<file path="config.mk">
export PLATFORM = sky130hd
export DESIGN_NAME = cfg_len_tracker
export DESIGN_NICKNAME = d
export VERILOG_FILES = /design/src/rtl/cfg_len_pkg.sv /design/src/rtl/cfg_hdr_parser.sv /design/src/rtl/cfg_clk_tally.sv /design/src/rtl/cfg_len_tracker.sv
export SDC_FILE = /design/constraint.sdc
export NUM_CORES = 1
export LEC_CHECK = 0
export BUFFER_PORTS_ARGS = -buffer_cell sky130_fd_sc_hd__buf_4
export CAP_MARGIN = 40
export CORE_MARGIN = 5
export CORE_UTILIZATION = 52
export CTS_CLUSTER_DIAMETER = 60
export DETAILED_ROUTE_END_ITERATION = 12
export PLACE_DENSITY = 0.84
export SETUP_SLACK_MARGIN = 0.5
export SLEW_MARGIN = 20
export SYNTH_ARGS = -nofsm -noshare
export SYNTH_HDL_FRONTEND = slang
export SYNTH_SLANG_ARGS = --single-unit
</file>
<file path="constraint.sdc">
create_clock -name cclk -period 2.8 [get_ports cclk]
set_clock_uncertainty 0.05 [all_clocks]
set_input_delay 0.28 -clock cclk [delete_from_list [all_inputs] [get_ports cclk]]
set_output_delay 0.28 -clock cclk [all_outputs]
set_load 0.005 [all_outputs]
</file>
<file path="src/rtl/cfg_len_pkg.sv">
package cfg_len_pkg;

    // Header parsing phase: hunt for the start pattern, shift the length, then hold
    typedef enum logic [1:0] {
        HDR_SEEK  = 2'd0,
        HDR_LEN   = 2'd1,
        HDR_ARMED = 2'd2
    } hdr_phase_e;

    // Start pattern as received, oldest bit in the MSB of the window
    localparam int unsigned START_W = 4;
    localparam logic [START_W-1:0] START_PAT = 4'b0010;

endpackage

</file>
<file path="src/rtl/cfg_hdr_parser.sv">
module cfg_hdr_parser
    import cfg_len_pkg::*;
#(
    parameter int unsigned LEN_W = 24,
    parameter int unsigned PAT_W = START_W,
    parameter logic [PAT_W-1:0] PAT = START_PAT
) (
    input  logic             clk,
    input  logic             rst_n,
    input  logic             clr,
    input  logic             step,
    input  logic             din,
    output logic             armed_nx,
    output logic [LEN_W-1:0] len_nx,
    output logic             armed_q,
    output logic [LEN_W-1:0] len_q
);
    localparam int unsigned BIT_W = $clog2(LEN_W + 1);
    localparam logic [BIT_W-1:0] LAST_BIT = BIT_W'(LEN_W - 1);

    typedef struct packed {
        hdr_phase_e       ph;
        logic [PAT_W-1:0] win;
        logic [BIT_W-1:0] nbits;
        logic [LEN_W-1:0] len;
    } prs_t;

    prs_t st_d, st_q;

    always_comb begin
        st_d = st_q;
        if (clr) begin
            st_d.ph    = HDR_SEEK;
            st_d.win   = '1;
            st_d.nbits = '0;
            st_d.len   = '0;
        end else if (step) begin
            unique case (st_q.ph)
                HDR_SEEK: begin
                    st_d.win = {st_q.win[PAT_W-2:0], din};
                    if (st_d.win == PAT) begin
                        st_d.ph    = HDR_LEN;
                        st_d.nbits = '0;
                        st_d.len   = '0;
                    end
                end
                HDR_LEN: begin
                    st_d.len   = {st_q.len[LEN_W-2:0], din};
                    st_d.nbits = st_q.nbits + 1'b1;
                    if (st_q.nbits == LAST_BIT) begin
                        st_d.ph = HDR_ARMED;
                    end
                end
                default: begin
                    st_d.ph = st_q.ph;
                end
            endcase
        end
    end

    always_ff @(posedge clk or negedge rst_n) begin
        if (!rst_n) begin
            st_q.ph    <= HDR_SEEK;
            st_q.win   <= '1;
            st_q.nbits <= '0;
            st_q.len   <= '0;
        end else begin
            st_q <= st_d;
        end
    end

    assign armed_nx = (st_d.ph == HDR_ARMED);
    assign len_nx   = st_d.len;
    assign armed_q  = (st_q.ph == HDR_ARMED);
    assign len_q    = st_q.len;


    len_hold_chk: assert property (@(posedge clk) disable iff (!rst_n)
        (!clr && st_q.ph == HDR_ARMED) |=> (st_q.ph == HDR_ARMED && $stable(st_q.len)));


    hdr_order_chk: assert property (@(posedge clk) disable iff (!rst_n)
        $rose(armed_q) |-> ($past(st_q.ph) == HDR_LEN));

endmodule

</file>
<file path="src/rtl/cfg_clk_tally.sv">
module cfg_clk_tally #(
    parameter int unsigned CNT_W = 24
) (
    input  logic             clk,
    input  logic             rst_n,
    input  logic             clr,
    input  logic             step,
    input  logic             armed_nx,
    input  logic [CNT_W-1:0] len_nx,
    output logic             hit,
    output logic [CNT_W-1:0] count_q,
    output logic             wrap_q
);
    typedef struct packed {
        logic [CNT_W-1:0] cnt;
        logic             wrap;
    } tly_t;

    tly_t st_d, st_q;

    always_comb begin
        st_d      = st_q;
        st_d.wrap = 1'b0;
        hit       = 1'b0;
        if (clr) begin
            st_d.cnt = '0;
        end else if (step) begin
            st_d.cnt  = st_q.cnt + 1'b1;
            st_d.wrap = (st_d.cnt == '0);
            hit       = armed_nx && (st_d.cnt == len_nx);
        end
    end

    always_ff @(posedge clk or negedge rst_n) begin
        if (!rst_n) begin
            st_q.cnt  <= '0;
            st_q.wrap <= 1'b0;
        end else begin
            st_q <= st_d;
        end
    end

    assign count_q = st_q.cnt;
    assign wrap_q  = st_q.wrap;


    count_step_chk: assert property (@(posedge clk) disable iff (!rst_n)
        (step && !clr) |=> (count_q == CNT_W'($past(count_q) + 1'b1)));


    wrap_zero_chk: assert property (@(posedge clk) disable iff (!rst_n)
        wrap_q |-> (count_q == '0));


    wrap_cause_chk: assert property (@(posedge clk) disable iff (!rst_n)
        (step && !clr && count_q == '1) |=> wrap_q);


    wrap_single_chk: assert property (@(posedge clk) disable iff (!rst_n)
        wrap_q |=> !wrap_q);

endmodule

</file>
<file path="src/rtl/cfg_len_tracker.sv">
module cfg_len_tracker
    import cfg_len_pkg::*;
#(
    parameter int unsigned CNT_W = 24
) (
    input  logic             cclk,
    input  logic             rst_n,
    input  logic             prog_n,
    input  logic             din,
    input  logic             express_en,
    input  logic             cs1,
    output logic             init_o,
    output logic             done_o,
    output logic [CNT_W-1:0] count_o,
    output logic [CNT_W-1:0] length_o,
    output logic             wrap_o
);
    typedef struct packed {
        logic run;
        logic init;
        logic done;
    } ctl_t;

    ctl_t st_d, st_q;

    logic             clr;
    logic             gated;
    logic             step;
    logic             hit;
    logic             armed_nx;
    logic             armed_q;
    logic [CNT_W-1:0] len_nx;

    assign clr   = !prog_n;
    assign gated = express_en && !cs1;
    assign step  = prog_n && st_q.run && !st_q.done && !gated;

    cfg_hdr_parser #(
        .LEN_W (CNT_W)
    ) u_parser (
        .clk      (cclk),
        .rst_n    (rst_n),
        .clr      (clr),
        .step     (step),
        .din      (din),
        .armed_nx (armed_nx),
        .len_nx   (len_nx),
        .armed_q  (armed_q),
        .len_q    (length_o)
    );

    cfg_clk_tally #(
        .CNT_W (CNT_W)
    ) u_tally (
        .clk      (cclk),
        .rst_n    (rst_n),
        .clr      (clr),
        .step     (step),
        .armed_nx (armed_nx),
        .len_nx   (len_nx),
        .hit      (hit),
        .count_q  (count_o),
        .wrap_q   (wrap_o)
    );

    always_comb begin
        st_d = st_q;
        if (clr) begin
            st_d.run  = 1'b0;
            st_d.init = 1'b0;
            st_d.done = 1'b0;
        end else begin
            if (!st_q.run) begin
                st_d.run  = 1'b1;
                st_d.init = 1'b1;
            end
            st_d.done = st_q.done || hit;
        end
    end

    always_ff @(posedge cclk or negedge rst_n) begin
        if (!rst_n) begin
            st_q.run  <= 1'b0;
            st_q.init <= 1'b0;
            st_q.done <= 1'b0;
        end else begin
            st_q <= st_d;
        end
    end

    assign init_o = st_q.init;
    assign done_o = st_q.done;


    clear_chk: assert property (@(posedge cclk) disable iff (!rst_n)
        !prog_n |=> (!init_o && !done_o && count_o == '0 && length_o == '0 && !wrap_o));


    init_rise_chk: assert property (@(posedge cclk) disable iff (!rst_n)
        (prog_n && !init_o) |=> (init_o && $stable(count_o)));


    done_armed_chk: assert property (@(posedge cclk) disable iff (!rst_n)
        done_o |-> armed_q);


    done_match_chk: assert property (@(posedge cclk) disable iff (!rst_n)
        done_o |-> (count_o == length_o));


    done_hold_chk: assert property (@(posedge cclk) disable iff (!rst_n)
        (done_o && prog_n) |=> (done_o && $stable(count_o)));


    gate_idle_chk: assert property (@(posedge cclk) disable iff (!rst_n)
        (prog_n && express_en && !cs1) |=> ($stable(count_o) && $stable(length_o)));

endmodule

</file>
==> results of run 1 <==
[final timing paths]
kind,from,endpoint,depth (start not counted)
worst max-delay path,u_parser.st_q[29],done_o,7
worst min-delay path,prog_n,u_parser.st_q[30],2
worst max register to register,u_parser.st_q[29],done_o,7
worst min register to register,st_q[2],init_o,1
max in group asynchronous,rst_n,u_parser.len_q[16],3
min in group asynchronous,rst_n,u_parser.len_q[0],2
[worst reg2reg max path: stages (launching register included)]
cell	delay, ns
dfstp_2	0.55
nor4b_4	0.25
o2111ai_2	0.20
a32o_2	0.30
or3b_1	0.34
a311o_1	0.31
a2111o_1	0.37
o31ai_2	0.17
[through the flow]
stage / setup slack (ns) / cells
after floorplan: 0.187 / 382
final: 0.177 / 531
after global routing: 0.0733 / 531
after detailed placement: 0.123 / 511
after CTS: 0.196 / 530
after global placement: 0.135 / 511
[area by class of cell]
| class | count | area share, % |
|---|---|---|
| clock buffer | 11 | 3.17 |
| tap | 99 | 2.77 |
| clock inverter | 4 | 1.06 |
| sequential | 62 | 34.8 |
| timing repair buffer | 79 | 13.8 |
| inverter | 4 | 0.336 |
| multi-input combinational | 272 | 44.0 |
[where the power goes]
| part | internal (mW) | total (mW) | switching (mW) |
|---|---|---|---|
| Sequential | 0.905 | 0.913 | 0.00796 |
| Clock | 0.427 | 0.774 | 0.347 |
| Combinational | 0.0499 | 0.122 | 0.0724 |
[layer usage]
| metal | track usage (%) | wire (um) | vias up |
|---|---|---|---|
| li1 | - | - | 1413 |
| met1 | 28.9 | 3960 | 1494 |
| met2 | 33.4 | 4530 | 137 |
| met3 | 3.11 | 595 | 14 |
| met4 | 8.77 | 151 | 0 |
| met5 | 0 | 0 | - |
[Yosys cell counts, types with 3 or more instances]
cell	n	area, um2
and2_1	20	125
and3_1	6	37.5
nand4_1	11	68.8
nand3_1	15	75.1
a21boi_0	6	45.0
nor2_1	23	86.3
dfstp_2	3	78.8
clkbuf_1	15	56.3
nand2_1	36	135
nor4_1	8	50.1
nor3_1	6	30.0
and4_1	4	35.0
a22o_1	6	52.6
xor2_1	17	149
mux2i_1	6	60.1
a32o_1	13	130
xnor2_1	45	394
inv_1	4	15.0
buf_4	25	188
nor2b_1	3	18.8
o21ai_0	10	50.1
or3_1	6	37.5
dfrtp_1	59	1480
[what timing repair did]
item | CTS | global route
cloned | 1 | 0
gates resized for setup | 8 | 10
hold endpoints to repair | 5 | 0
buffers inserted | 2 | 0
setup endpoints to repair | 2 | 2
hold buffers | 1 | 0
pin swaps | 6 | 5
[registers in the layout, indices dropped and copies added (netlist names)]
name / flops
u_parser.len_q: 24
init_o: 1
u_parser.st_q: 10
u_tally.count_q: 24
st_q: 1
done_o: 1
u_tally.wrap_q: 1
[cells by family after synthesis]
| logic type | synth area share [%] |
|---|---|
| simple gates | 21.9 |
| xor+xnor | 14.5 |
| flops | 41.6 |
| compound gates | 11.9 |
| buf+inv | 7.87 |
| mux | 1.61 |
| fa+ha+maj | 0.669 |
==> impl_metrics.json, run 1 <==
{
  "pin_count": 57,
  "core_area_mm2": 0.00714,
  "grt_pass1_vias": 2884,
  "dpl.hpwl_um": 6410,
  "gp_congestion": 0.894,
  "seq_area_mm2": 0.00156,
  "final_nets": 436,
  "clock-root-buffer": "clkbuf_8",
  "grtUsageTotal_pct": 21.1,
  "endpoint_kind": "flop",
  "fin_setup_tns_ns": 0,
  "netlist_area_mm2": 0.00374,
  "cts_tree": "done",
  "synth_edf_count": 0,
  "critPathLaunchType": "flop",
  "chipWidth_um": 94.8,
  "synthArstFlopShare_pct": 100,
  "antenna_found_initial": 0,
  "clock_path_buffers": 2,
  "critical_path.cell_chain": "nor4b_4 -> o2111ai_2 -> a32o_2 -> or3b_1 -> a311o_1 -> a2111o_1 -> o31ai_2",
  "syn2layout_area_growth_pct": 19.5,
  "whs_ns": 0.0900,
  "grt_setup_unrepaired": "true",
  "leakage_nw": 2.03,
  "fin_area_mm2": 0.00447,
  "crit_family": "compound AO/OA/AOI/OAI gates",
  "die_area_mm2": 0.00898,
  "slew_viol_final": 0,
  "ys.flop_type": "dfrtp_1",
  "p_total_mw": 1.81,
  "tightestPinTransition_ns": 0.419,
  "layout_commonest_cell": "buf_4",
  "grt_max_degree": 63,
  "first_pass_iters": 4,
  "p_per_area_mw_per_mm2": 405,
  "hold_path_class": "in -> reg",
  "critPathBufInv": 0,
  "yosys_warnings": 0,
  "grt_pass1_wl_um": 14600,
  "vdd_drop_max_mv": 0.198,
  "drt_iter0_drc": 151,
  "relSlewSlack_pct": 72.1,
  "r2r_setup_slack_ns": 0.18,
  "num-fill-cells": 595,
  "min_period_over_period_pct": 93.7,
  "grt-ovfl-total": 0,
  "setup_violations": 0,
  "route.detailed.drc": 0,
  "finalHoldViolCount": 0,
  "numPortBuffers": 56,
  "wl_per_cell_um": 17.4,
  "critPathKind": "reg -> reg",
  "timing.fmax_mhz": 381,
  "clk-insertion-delay-late_ns": 0.34,
  "yosysSeqAreaShare_pct": 41.6,
  "path_max_fanout": 3,
  "via_count": 3058,
  "ys_ff_latch": 62,
  "fin_util_pct": 62.6,
  "post_dp_cell_area_mm2": 0.00414,
  "initial_core_util_pct": 52.4,
  "yosysUniqueCellTypes": 52,
  "drt_wl_total_um": 9230,
  "max_stage_delay_ns": 0.55,
  "mostFrequentLayoutCells": "75 x buf_4, 59 x dfrtp_1, 42 x xnor2_1, 36 x nand2_1, 23 x nor2_1",
  "clkSinkCount": 62,
  "synth.net_count": 390,
  "drive_gt1_share_pct": 27.8,
  "antenna_cells": 0,
  "cpMaxStageDelayCell": "dfstp_2",
  "vias_per_cell": 5.76,
  "syn_inst": 382,
  "cts.reportedPaths.clkPinSlew_ns": 0.07,
  "arrival_ns": 2.83,
  "crit_required_ns": 3.01,
  "antenna_left": 0,
  "core.rowCount": 31,
  "outcome": "completed",
  "cap_viol_max_count": 0,
  "multi_input_area_mm2": 0.00197,
  "fp.dieH_um": 94.8,
  "numCtsBuffers": 9,
  "synth.avg_cell_area_um2": 9.78,
  "htreeDepth": 3,
  "post-route-min-period_ns": 2.62
}
Note: power is estimated with default switching activity, not from simulation.
==> inputs of run 2 (changes only) <==
--- a/config.mk
+++ b/config.mk
@@ -5,7 +5,7 @@
 export SDC_FILE = /design/constraint.sdc
 export NUM_CORES = 1
 export LEC_CHECK = 0
-export BUFFER_PORTS_ARGS = -buffer_cell sky130_fd_sc_hd__buf_4
+export BUFFER_PORTS_ARGS = -buffer_cell sky130_fd_sc_hd__buf_2
 export CAP_MARGIN = 40
 export CORE_MARGIN = 5
 export CORE_UTILIZATION = 52
==> run 2 against run 1 <==
Compared with the run above:
- global-route usage increased by 0.30 points
- wire length shrank 0.16%
- clock-buffer cell count fell by 1
- utilization down 0.89 points
- critical endpoint unchanged
- largest power group unchanged
- highest routed layer unchanged
==> impl_metrics.json, run 2 (synthesized netlist as in run 1, its figures left out) <==
{
  "outcome": "completed",
  "reg2reg_to": "done_o",
  "grtUsageTotal_pct": 21.4,
  "critPathKind": "reg -> reg",
  "reg2reg_from": "u_parser.st_q[29]",
  "mostFrequentLayoutCells": "56 x buf_2, 51 x dfrtp_1, 40 x xnor2_1, 36 x nand2_1, 25 x buf_4",
  "vias_per_cell": 5.63,
  "hold_path_class": "in -> reg",
  "timing.fmax_mhz": 382,
  "core.rowCount": 31,
  "r2r_setup_slack_ns": 0.19,
  "clk-insertion-delay-late_ns": 0.37,
  "core_area_mm2": 0.00714,
  "drt_wl_total_um": 9220,
  "crit_cells": 7,
  "drt_iter0_drc": 196,
  "arrival_ns": 2.84,
  "antenna_left": 0,
  "relSlewSlack_pct": 73.8,
  "min_period_over_period_pct": 93.4,
  "critical_path.cell_chain": "nor4b_4 -> o2111ai_2 -> a32o_2 -> or3b_1 -> a311o_1 -> a2111o_1 -> o31ai_2",
  "cts.reportedPaths.clkPinSlew_ns": 0.07,
  "rr_worst_depth": 7,
  "clock-root-buffer": "clkbuf_8",
  "place_inst": 511,
  "post-route-min-period_ns": 2.61,
  "wl_per_cell_um": 17.2,
  "gp_congestion": 0.833,
  "critPathBufInv": 0,
  "crit_family": "compound AO/OA/AOI/OAI gates",
  "drive_gt1_share_pct": 31.7,
  "cts_tree": "done",
  "route.detailed.drc": 0,
  "endpoint_kind": "flop",
  "tightestPinTransition_ns": 0.393,
  "grt_pass1_vias": 3009,
  "dpl.hpwl_um": 6390,
  "leakage_nw": 2.05,
  "grt_max_degree": 63,
  "fin_cells": 537,
  "cpMaxStageDelayCell": "dfstp_2",
  "vdd_drop_max_mv": 0.170,
  "path_max_fanout": 3,
  "pin_count": 57,
  "syn2layout_area_growth_pct": 17.8,
  "antenna_cells": 0,
  "fp.dieH_um": 94.8,
  "crit_required_ns": 3.03,
  "chipWidth_um": 94.8,
  "initial_core_util_pct": 52.4,
  "max_stage_delay_ns": 0.54,
  "p_per_area_mw_per_mm2": 418,
  "grt-ovfl-total": 0,
  "slew_viol_final": 0,
  "grt_setup_unrepaired": "true",
  "final_nets": 441,
  "critPathLaunchType": "flop",
  "setup_violations": 0,
  "layout_commonest_cell": "buf_2",
  "fin_setup_tns_ns": 0,
  "htreeDepth": 3,
  "critPathCapture": "done_o",
  "first_pass_iters": 5,
  "die_area_mm2": 0.00898,
  "cp-startpoint": "u_parser.st_q[29]",
  "via_count": 3022,
  "finalHoldViolCount": 0,
  "num-fill-cells": 614,
  "cap_viol_max_count": 0,
  "antenna_found_initial": 0,
  "numCtsBuffers": 9,
  "clock_path_buffers": 2,
  "numPortBuffers": 56,
  "clkSinkCount": 62,
  "grt_pass1_wl_um": 14800
}
-- run 2: cell types whose count changed in the layout (fill, tap and decap cells not counted), moves of 3 or more --
cell / before / now
and2_2: 1 / 4
dfrtp_2: 0 / 8
dfrtp_1: 59 / 51
buf_2: 1 / 56
buf_4: 75 / 25
-- run 2: worst min-delay path by stage --
stage,start,endpoint,slack [ns],cells after the start
finish,prog_n,u_parser.st_q[29],0.14,2
global placement,rst_n,u_parser.st_q[34],0.43,2
global route,prog_n,u_parser.st_q[31],0.16,2
CTS,rst_n,u_parser.st_q[34],0.06,2
detailed placement,rst_n,u_parser.len_q[0],0.44,2
floorplan,rst_n,done_o,-0.07,0
-- run 2: repair_timing --
action | CTS | global route
gates cloned | 1 | 0
buffers inserted | 2 | 5
gates resized for setup | 11 | 20
endpoints found under the setup margin | 2 | 3
hold buffers | 0 | 1
hold endpoints to repair | 0 | 8
pin swaps | 8 | 10
-- run 2: per-stage QoR --
stage	total power [mW]	hold slack (ns)	util [%]	cell area, um2	setup WS [ns]
floorplan	0.985	-0.0656	-	3740	0.187
global route	1.89	0.164	61.7	4400	0.0765
global placement	1.03	0.429	56.0	4000	0.225
finish	1.84	0.140	61.7	4400	0.186
detailed placement	1.03	0.443	56.0	4000	0.134
CTS	1.83	0.0615	59.7	4260	0.225
-- run 2: metal layers --
metal	global-route usage, %	wire, um
met2	34.1	4440
met4	10.6	235
met3	3.59	579
met5	0	0
met1	28.1	3960
-- run 2: final cells by class --
type | instances | area [um2] | share of cell area, %
clock inverters | 6 | 61.3 | 1.39
clock buffers | 10 | 138 | 3.13
well taps | 99 | 124 | 2.81
multi-input cells | 272 | 1980 | 45.0
inverters | 4 | 15.0 | 0.341
flip-flops and latches | 62 | 1570 | 35.5
repair buffers | 84 | 517 | 11.7
-- run 2: where the power goes --
group          internal [mW]  total [mW]  switching, mW
sequential             0.905       0.914        0.00908
combinational         0.0491       0.121         0.0720
clock                  0.431       0.807          0.376
